$ cat src/rtl/uart_tx_pkg.sv
package uart_tx_pkg;
   typedef enum logic [1:0] {
      PAR_NONE = 2'b00,
      PAR_ZERO = 2'b01,
      PAR_ODD  = 2'b10,
      PAR_EVEN = 2'b11
   } par_mode_e;

   localparam int unsigned START_BITS = 1;
   localparam int unsigned MAX_STOP   = 2;
   localparam int unsigned MAX_PAR    = 1;
endpackage

$ cat src/rtl/tx_hold_buf.sv
module tx_hold_buf #(
   parameter int unsigned DATA_W = 8
) (
   input  logic              clk,
   input  logic              rst_n,
   input  logic              active,
   input  logic              wr_en,
   input  logic [DATA_W-1:0] wr_data,
   input  logic              take,
   output logic              full,
   output logic [DATA_W-1:0] data
);
   always_ff @(posedge clk or negedge rst_n) begin
      if (!rst_n) begin
         full <= 1'b0;
         data <= '0;
      end else if (!active) begin
         full <= 1'b0;
      end else if (take) begin
         full <= 1'b0;
      end else if (wr_en && !full) begin
         full <= 1'b1;
         data <= wr_data;
      end
   end
endmodule

$ cat src/rtl/tx_frame_build.sv
module tx_frame_build
   import uart_tx_pkg::*;
#(
   parameter int unsigned DATA_W  = 8,
   parameter int unsigned FRAME_W = DATA_W + 4,
   parameter int unsigned CNT_W   = $clog2(FRAME_W + 1)
) (
   input  logic [DATA_W-1:0]  data,
   input  logic               len_full,
   input  logic [1:0]         par_sel,
   input  logic               stop2,
   output logic [FRAME_W-1:0] frame,
   output logic [CNT_W-1:0]   frame_len
);
   localparam int unsigned SHORT_W = DATA_W - 1;

   logic [DATA_W-1:0] masked;
   logic              par_bit;
   logic              par_on;
   logic [CNT_W-1:0]  n_data;

   // Mask off the top data bit when the short character length is chosen.
   genvar gi;
   generate
      for (gi = 0; gi < DATA_W; gi++) begin : g_mask
         if (gi < SHORT_W) begin : g_keep
            assign masked[gi] = data[gi];
         end else begin : g_top
            assign masked[gi] = data[gi] & len_full;
         end
      end
   endgenerate

   always_comb begin
      n_data  = len_full ? CNT_W'(DATA_W) : CNT_W'(SHORT_W);
      par_on  = (par_mode_e'(par_sel) != PAR_NONE);
      unique case (par_mode_e'(par_sel))
         PAR_ODD:  par_bit = ~(^masked);
         PAR_EVEN: par_bit = ^masked;
         default:  par_bit = 1'b0;
      endcase

      frame    = '1;
      frame[0] = 1'b0;
      for (int i = 0; i < DATA_W; i++) begin
         if (CNT_W'(i) < n_data) frame[i+1] = masked[i];
      end
      if (par_on) frame[n_data + CNT_W'(1)] = par_bit;

      frame_len = CNT_W'(START_BITS) + n_data + CNT_W'(par_on)
                + CNT_W'(1) + CNT_W'(stop2);
   end
endmodule

$ cat src/rtl/tx_frame_shifter.sv
module tx_frame_shifter #(
   parameter int unsigned FRAME_W = 12,
   parameter int unsigned CNT_W   = $clog2(FRAME_W + 1)
) (
   input  logic               clk,
   input  logic               rst_n,
   input  logic               active,
   input  logic               bit_tick,
   input  logic               buf_full,
   input  logic [FRAME_W-1:0] frame,
   input  logic [CNT_W-1:0]   frame_len,
   output logic               take,
   output logic               busy,
   output logic               line,
   output logic               done_pulse
);
   logic [FRAME_W-1:0] sreg;
   logic [CNT_W-1:0]   remain;
   logic               last_bit;

   assign last_bit = busy && (remain == CNT_W'(1));
   assign take     = active && bit_tick && buf_full && (!busy || last_bit);
   assign line     = busy ? sreg[0] : 1'b1;

   always_ff @(posedge clk or negedge rst_n) begin
      if (!rst_n) begin
         sreg       <= '1;
         remain     <= '0;
         busy       <= 1'b0;
         done_pulse <= 1'b0;
      end else begin
         done_pulse <= 1'b0;
         if (!active) begin
            sreg   <= '1;
            remain <= '0;
            busy   <= 1'b0;
         end else if (bit_tick) begin
            if (take) begin
               sreg       <= frame;
               remain     <= frame_len;
               busy       <= 1'b1;
               done_pulse <= last_bit;
            end else if (last_bit) begin
               sreg       <= '1;
               remain     <= '0;
               busy       <= 1'b0;
               done_pulse <= 1'b1;
            end else if (busy) begin
               sreg   <= {1'b1, sreg[FRAME_W-1:1]};
               remain <= remain - CNT_W'(1);
            end
         end
      end
   end
endmodule

$ cat src/rtl/dbuf_uart_tx.sv
module dbuf_uart_tx
   import uart_tx_pkg::*;
#(
   parameter int unsigned DATA_W = 8
) (
   input  logic              clk,
   input  logic              rst_n,
   input  logic              clk_en,
   input  logic              tx_en,
   input  logic [1:0]        par_sel,
   input  logic              len8,
   input  logic              stop2,
   input  logic              bit_tick,
   input  logic              wr_en,
   input  logic [DATA_W-1:0] wr_data,
   output logic [1:0]        tx_status,
   output logic              tx_line,
   output logic              tx_irq
);
   localparam int unsigned FRAME_W = START_BITS + DATA_W + MAX_PAR + MAX_STOP;
   localparam int unsigned CNT_W   = $clog2(FRAME_W + 1);

   generate
      if (DATA_W < 2 || DATA_W > 16) begin : g_bad_width
         $error("dbuf_uart_tx: DATA_W must lie in 2..16");
      end
   endgenerate

   logic               active;
   logic               take;
   logic               buf_full;
   logic [DATA_W-1:0]  buf_data;
   logic [FRAME_W-1:0] frame;
   logic [CNT_W-1:0]   frame_len;
   logic               busy;

   assign active = clk_en & tx_en;

   tx_hold_buf #(.DATA_W(DATA_W)) u_buf (
      .clk(clk), .rst_n(rst_n), .active(active), .wr_en(wr_en),
      .wr_data(wr_data), .take(take), .full(buf_full), .data(buf_data)
   );

   tx_frame_build #(.DATA_W(DATA_W), .FRAME_W(FRAME_W), .CNT_W(CNT_W)) u_build (
      .data(buf_data), .len_full(len8), .par_sel(par_sel), .stop2(stop2),
      .frame(frame), .frame_len(frame_len)
   );

   tx_frame_shifter #(.FRAME_W(FRAME_W), .CNT_W(CNT_W)) u_shift (
      .clk(clk), .rst_n(rst_n), .active(active), .bit_tick(bit_tick),
      .buf_full(buf_full), .frame(frame), .frame_len(frame_len),
      .take(take), .busy(busy), .line(tx_line), .done_pulse(tx_irq)
   );

   assign tx_status = {buf_full, busy};
endmodule

$ cat config.mk
export PLATFORM = sky130hd
export DESIGN_NAME = dbuf_uart_tx
export DESIGN_NICKNAME = d
export VERILOG_FILES = /design/src/rtl/uart_tx_pkg.sv /design/src/rtl/tx_hold_buf.sv /design/src/rtl/tx_frame_build.sv /design/src/rtl/tx_frame_shifter.sv /design/src/rtl/dbuf_uart_tx.sv
export SDC_FILE = /design/constraint.sdc
export NUM_CORES = 1
export LEC_CHECK = 0
export ABC_CLOCK_PERIOD_IN_PS = 5100
export CAP_MARGIN = 20
export CORE_AREA = 5 5 58 73
export CTS_CLUSTER_SIZE = 25
export DETAILED_ROUTE_END_ITERATION = 7
export DIE_AREA = 0 0 63 78
export HOLD_SLACK_MARGIN = 0.06
export PLACE_DENSITY = 0.82
export SYNTH_ARGS = -nofsm -noshare
export SYNTH_HDL_FRONTEND = slang
export SYNTH_HIERARCHICAL = 1
export SYNTH_SLANG_ARGS = --single-unit
$ cat constraint.sdc
create_clock -name clk -period 5.1 [get_ports clk]
set_clock_uncertainty 0.05 [all_clocks]
set_input_delay 1.275 -clock clk [delete_from_list [all_inputs] [get_ports clk]]
set_output_delay 1.275 -clock clk [all_outputs]
set_load 0.005 [all_outputs]
# ---- Yosys cells after proc, flatten, opt, wreduce, memory -nomap -nowiden
# Cells that the tools add are included.
dict set report op_classes {
  add_sub_neg 5
  order_cmp 10
  n_eq_ne 7
  n_mux 36
  n_bitwise 4
  reduce_logical 14
}
# operator n
set ops {}
lappend ops {{2-to-1 mux 12 bit} 6}
lappend ops {{2-to-1 mux 4 bit} 6}
lappend ops {{2-to-1 mux 1 bit} 21}
lappend ops {{less-than comparator 3 x 4 -> 1 bit (first input constant)} 4}
lappend ops {{bitwise mux 12 bit} 1}
lappend ops {{adder 4 x 1 -> 4 bit} 2}
lappend ops {{adder 4 x 1 -> 4 bit (second input constant)} 2}
lappend ops {{less-than comparator 1 x 4 -> 1 bit (first input constant)} 2}
lappend ops {{less-than comparator 2 x 4 -> 1 bit (first input constant)} 2}
lappend ops {{XOR reduction 8 bit} 1}
lappend ops {{logical AND 1 bit} 6}
lappend ops {{less-than comparator 4 x 5 -> 1 bit (second input constant)} 1}
lappend ops {{demux 1 bit (select 4 bit)} 1}
lappend ops {{equality test 2 bit (second input constant)} 2}
lappend ops {{equality test 4 x 1 -> 1 bit (second input constant)} 1}
lappend ops {{greater-or-equal comparator 4 x 1 -> 1 bit (second input constant)} 1}
lappend ops {{!= test 4 x 2 -> 1 bit (second input constant)} 1}
lappend ops {{AND reduction 2 bit} 2}
lappend ops {{subtractor 4 x 1 -> 4 bit (second input constant)} 1}
lappend ops {{!= test 3 x 2 -> 1 bit (second input constant)} 1}
lappend ops {{!= test 3 bit (second input constant)} 1}
lappend ops {{AND reduction 3 bit} 1}
lappend ops {{AND 1 bit} 2}
lappend ops {{zero test 1 bit} 2}
lappend ops {{other kinds (5)} 6}
dict set report word_totals {
  ff_bits 27
  inputBits 18
  out_inout_bits 4
  elab_cells 82
}

# ---- Longest topological paths before layout
dict set report depth {
  ltp_word 11
  ltp_mapped 8
  ltp_nobuf 8
}

# ---- Modules after synthesis
# The synthesis kept the hierarchy.
# module n_inst cells_each area_per_inst_um2 seq_area_each_um2
set modules_own_cells {}
lappend modules_own_cells {tx_frame_shifter 1 99 970.9 465.4}
lappend modules_own_cells {tx_hold_buf 1 21 380.4 225.2}
lappend modules_own_cells {tx_frame_build 1 37 274.0 0.0}
lappend modules_own_cells {dbuf_uart_tx 1 3 21.3 0.0}

# ---- Worst setup path before layout
# OpenSTA, ideal clock, no wires.
dict set report synth_timing {
  path_type {input port to flip-flop}
  from {input clk_en}
  to {register u_buf.data[0]}
  setup_time_ps 125
  arrival_ps 2698
  t_required_ps 4925
  setup_slack_ps 2227
  stages 8
  path_buffers 2
  path_cell_list {and2_1 and2_1 buf_2 o211ai_4 inv_4 and4bb_1 buf_6 mux2_4}
}
dict set report synth_via {
  elab_chain_cells 6
}
# item line
set synth_rtl {}
lappend synth_rtl {{from (decl)} dbuf_uart_tx.sv:8} ;# input logic clk_en,
lappend synth_rtl {{AND 1 bit} dbuf_uart_tx.sv:37} ;# assign active = clk_en & tx_en;
lappend synth_rtl {{logical AND 1 bit (3 in series)} tx_frame_shifter.sv:22} ;# assign take = active && bit_tick && buf_full && (!busy || last_bit);
lappend synth_rtl {{named net take} dbuf_uart_tx.sv:30} ;# logic take;
lappend synth_rtl {{NOT 1 bit (no source line)} -}
lappend synth_rtl {{AND reduction 3 bit (no source line)} -}
lappend synth_rtl {{to (signal assigned)} tx_hold_buf.sv:23} ;# data <= wr_data;
lappend synth_rtl {{to (decl)} tx_hold_buf.sv:11} ;# output logic [DATA_W-1:0] data
# The timed path passes the listed nets, and every way through them passes these cells.
# A chain may end at the register's enable or synchronous reset.

# ---- Final worst setup path
dict set report layout_timing {
  from {input clk_en}
  to {register u_buf.data[0]}
}
dict set report layout_via {
  elab_chain_cells 6
}
# item line
set layout_rtl {}
lappend layout_rtl {{AND 1 bit} dbuf_uart_tx.sv:37}
lappend layout_rtl {{named net active} dbuf_uart_tx.sv:29} ;# logic active;
lappend layout_rtl {{logical AND 1 bit (3 in series)} tx_frame_shifter.sv:22}
lappend layout_rtl {{named net take} dbuf_uart_tx.sv:30}
lappend layout_rtl {{NOT 1 bit (no source line)} -}
lappend layout_rtl {{AND reduction 3 bit (no source line)} -}
# The timed path passes the listed nets, and every way through them passes these cells.

==> impl_metrics.toml <==
[timing]
fmax_mhz = 301
rsz0062_at_grt = "false"
relSlewSlack_pct = 65.6
period_share_pct = 65.0
hold_viol = 0
slew_viol_final = 0
setup_tns_ps = 0
tightest_slew_ps = 517
min_period_ps = 3320
setup_viol = 0

[worst_setup_path]
cp.arrival_ps = 3420
r2r_slack_ps = 2730
timing.rr.start = "u_shift/remain[0]$_DFFE_PN0P_"
endpoint_kind = "flip-flop"
rr_endpoint = "u_buf/data[0]$_DFFE_PN0P_"
critPathMaxFanout = 8
crit_type = "in -> reg"
rr_worst_depth = 6
cp.required_ps = 5200
critPathLaunchType = "primary input"

[outcome]
status = "finished clean"

[drt]
via_per_inst = 5.45
drcViolationCount = 0
routed_wl_um = 3010
drt_iter0_drc = 25
vias = 1145
wire_per_inst_um = 14.3
detail-route-antenna-nets = 0
first_pass_iters = 4

[global_route]
grt_pass1_vias = 1218
grt.total_usage_pct = 12.5
grt_first_pass_wirelength_um = 5100
antenna_found_initial = 0
grt_overflow = 0
grt_max_degree = 28

[cts]
htreeDepth = 1
cts_tree = "done"
cts_setup_buffers = 0
cts_root_buf = "clkbuf_8"
cts_made_buffers = 3
clock_path_buffers = 2
ctsHoldBuffers = 0
clock-sinks = 27
clkLatencyLatePin_ps = 260
path_clk_slew_ps = 90
ctsResizeCount = 0

[floorplan]
start_util_pct = 47.7
io_pins = 22
die_h_um = 78
rows = 24
die-area_sq_um = 4910
core_region_area_sq_um = 3450
die_w_um = 63

[placement]
port-buffer-count = 21
placed_area_sq_um = 1800
dpl.cell_count = 206
hpwl_um = 2420
routabilityCongestion = 0.790

[yosys]
syn_avg_cell_area_sq_um = 10.3
syn_inst = 160
yosys_warnings = 6
synth_cell_types = 48
ys_ff_latch = 27
synthesis.area_sq_um = 1650
yosysSeqAreaShare_pct = 41.9

[finish]
fin_cells = 210
nNetsFinal = 195
antenna_cells = 0
final_cell_area_sq_um = 1840
syn_to_final_growth_pct = 12.0
layout-drive-gt1-share_pct = 21.6

[worst_hold_path]
hold_path_end = "u_shift/sreg[6]$_DFFE_PN1P_"
hp-class = "reg -> reg"
whs_path_depth = 2
worstHoldStart = "u_shift/sreg[6]$_DFFE_PN1P_"

[power]
finalPower_w = 0.000485
ir_drop_v = 0.000171
power_density_nw_per_um2 = 263
p_leak_nw = 0.772

[job]
drv_cap = 0
-- sequential cells by signal (all words and copies together) (netlist names) --
register and cells:
u_shift/remain 4, u_shift/done_pulse 1, u_shift/busy 1, u_shift/sreg 12
u_buf/full 1, u_buf/data 8
-- power by group --
part | switching (W) | internal [W]
sequential | 0.0000172 | 0.000231
clock | 0.0000614 | 0.0000545
combinational | 0.0000496 | 0.0000712
-- metal layers --
layer  up-vias  GRT usage, %  part of all wire, %
met5         -             0                    0
met3         4          2.02                  3.9
met4         0          6.16                  1.6
met2        28          23.4                   54
li1        559             -                    -
met1       554          13.3                   40
-- worst max path at each step --
stage	startpoint	end	slack, ps	depth (start not counted)
after floorplan	clk_en	u_buf/data[0]$_DFFE_PN0P_	2230	8
after global placement	clk_en	u_buf/data[0]$_DFFE_PN0P_	1550	7
after detailed placement	clk_en	u_buf/data[0]$_DFFE_PN0P_	1510	7
after CTS	clk_en	u_buf/data[0]$_DFFE_PN0P_	1790	7
after global routing	clk_en	u_buf/data[0]$_DFFE_PN0P_	1700	7
final	clk_en	u_buf/data[0]$_DFFE_PN0P_	1780	7
-- layout by cell type, fill, tap and decap left out, types with 3 or more instances in the layout --
cell / synthesis / layout
o22ai_1: 6 / 6
nand2_1: 8 / 8
mux2_4: 8 / 8
nor2b_1: 5 / 5
inv_1: 7 / 7
clkbuf_8: 0 / 3
and2_1: 3 / 3
nor2_1: 19 / 19
o21ai_0: 10 / 10
conb_1: 2 / 4
xnor2_1: 3 / 3
clkdlybuf4s50_1: 0 / 21
ha_1: 5 / 5
a21oi_1: 6 / 6
dfstp_2: 12 / 12
dfrtp_1: 15 / 15
-- cell usage after synthesis, drive strengths merged --
library cell	count	share of area (%)
o22ai	6	2.3
nor3b	3	2.1
nand2	8	1.8
a21boi	2	1.1
and3	2	0.84
nand4b	1	0.53
a22o	1	0.53
nor3	2	0.61
or4	1	0.46
or3b	1	0.68
a311oi	1	0.53
xor2	2	1.1
nand3	1	0.61
o21ai	11	3.6
inv	9	2.2
buf	16	7.2
a211o	1	0.53
nand2b	1	0.38
or2	1	0.38
xnor3	1	1.4
nor2	19	4.3
o211ai	2	1.7
nor2b	5	1.9
mux2i	1	0.61
conb	2	0.46
a221o	2	1.2
and3b	1	0.53
o22a	1	0.61
mux2	8	7.3
clkbuf	1	0.23
xnor2	3	1.6
dfstp	12	19
and2	3	1.1
dfrtp	15	23
and4bb	1	0.76
a21oi	6	1.8
o31ai	2	1.2
ha	5	3.8
-- through the flow --
stage               hold slack (ps)  utilization (%)  setup WS (ps)
finish                          460             53.4           1780
global route                    491             53.4           1700
CTS                             461             53.4           1790
detailed placement              448             52.1           1510
global placement                443             52.1           1550
floorplan                       429                -           2230
-- cells by family after synthesis --
logic type | after synthesis | share of synthesized area (%)
AO/OA/AOI/OAI | 35 | 15.2
AND/OR/NAND/NOR | 50 | 17.0
flip-flops | 27 | 41.9
other | 2 | 0.456
adder cells (fa/ha/maj) | 5 | 3.80
multiplexers | 9 | 7.90
buffers and inverters | 26 | 9.65
XOR/XNOR | 6 | 4.03
-- worst max-delay path, stage by stage --
cell and delay (ps):
clkdlybuf4s50_1 390, and2_1 230, and2_1 290, o211ai_4 190
inv_4 90, and4bb_1 600, mux2_4 350
-- cell type report --
type | instances | area (sq um)
fill | 301 | 1610
sequential | 27 | 691
clock buffer | 3 | 41.3
clock inverter | 1 | 5.00
inverter | 9 | 36.3
multi-input combinational | 109 | 805
timing repair buffer | 22 | 218
tap | 39 | 48.8
Note: power is estimated with default switching activity, not from simulation.
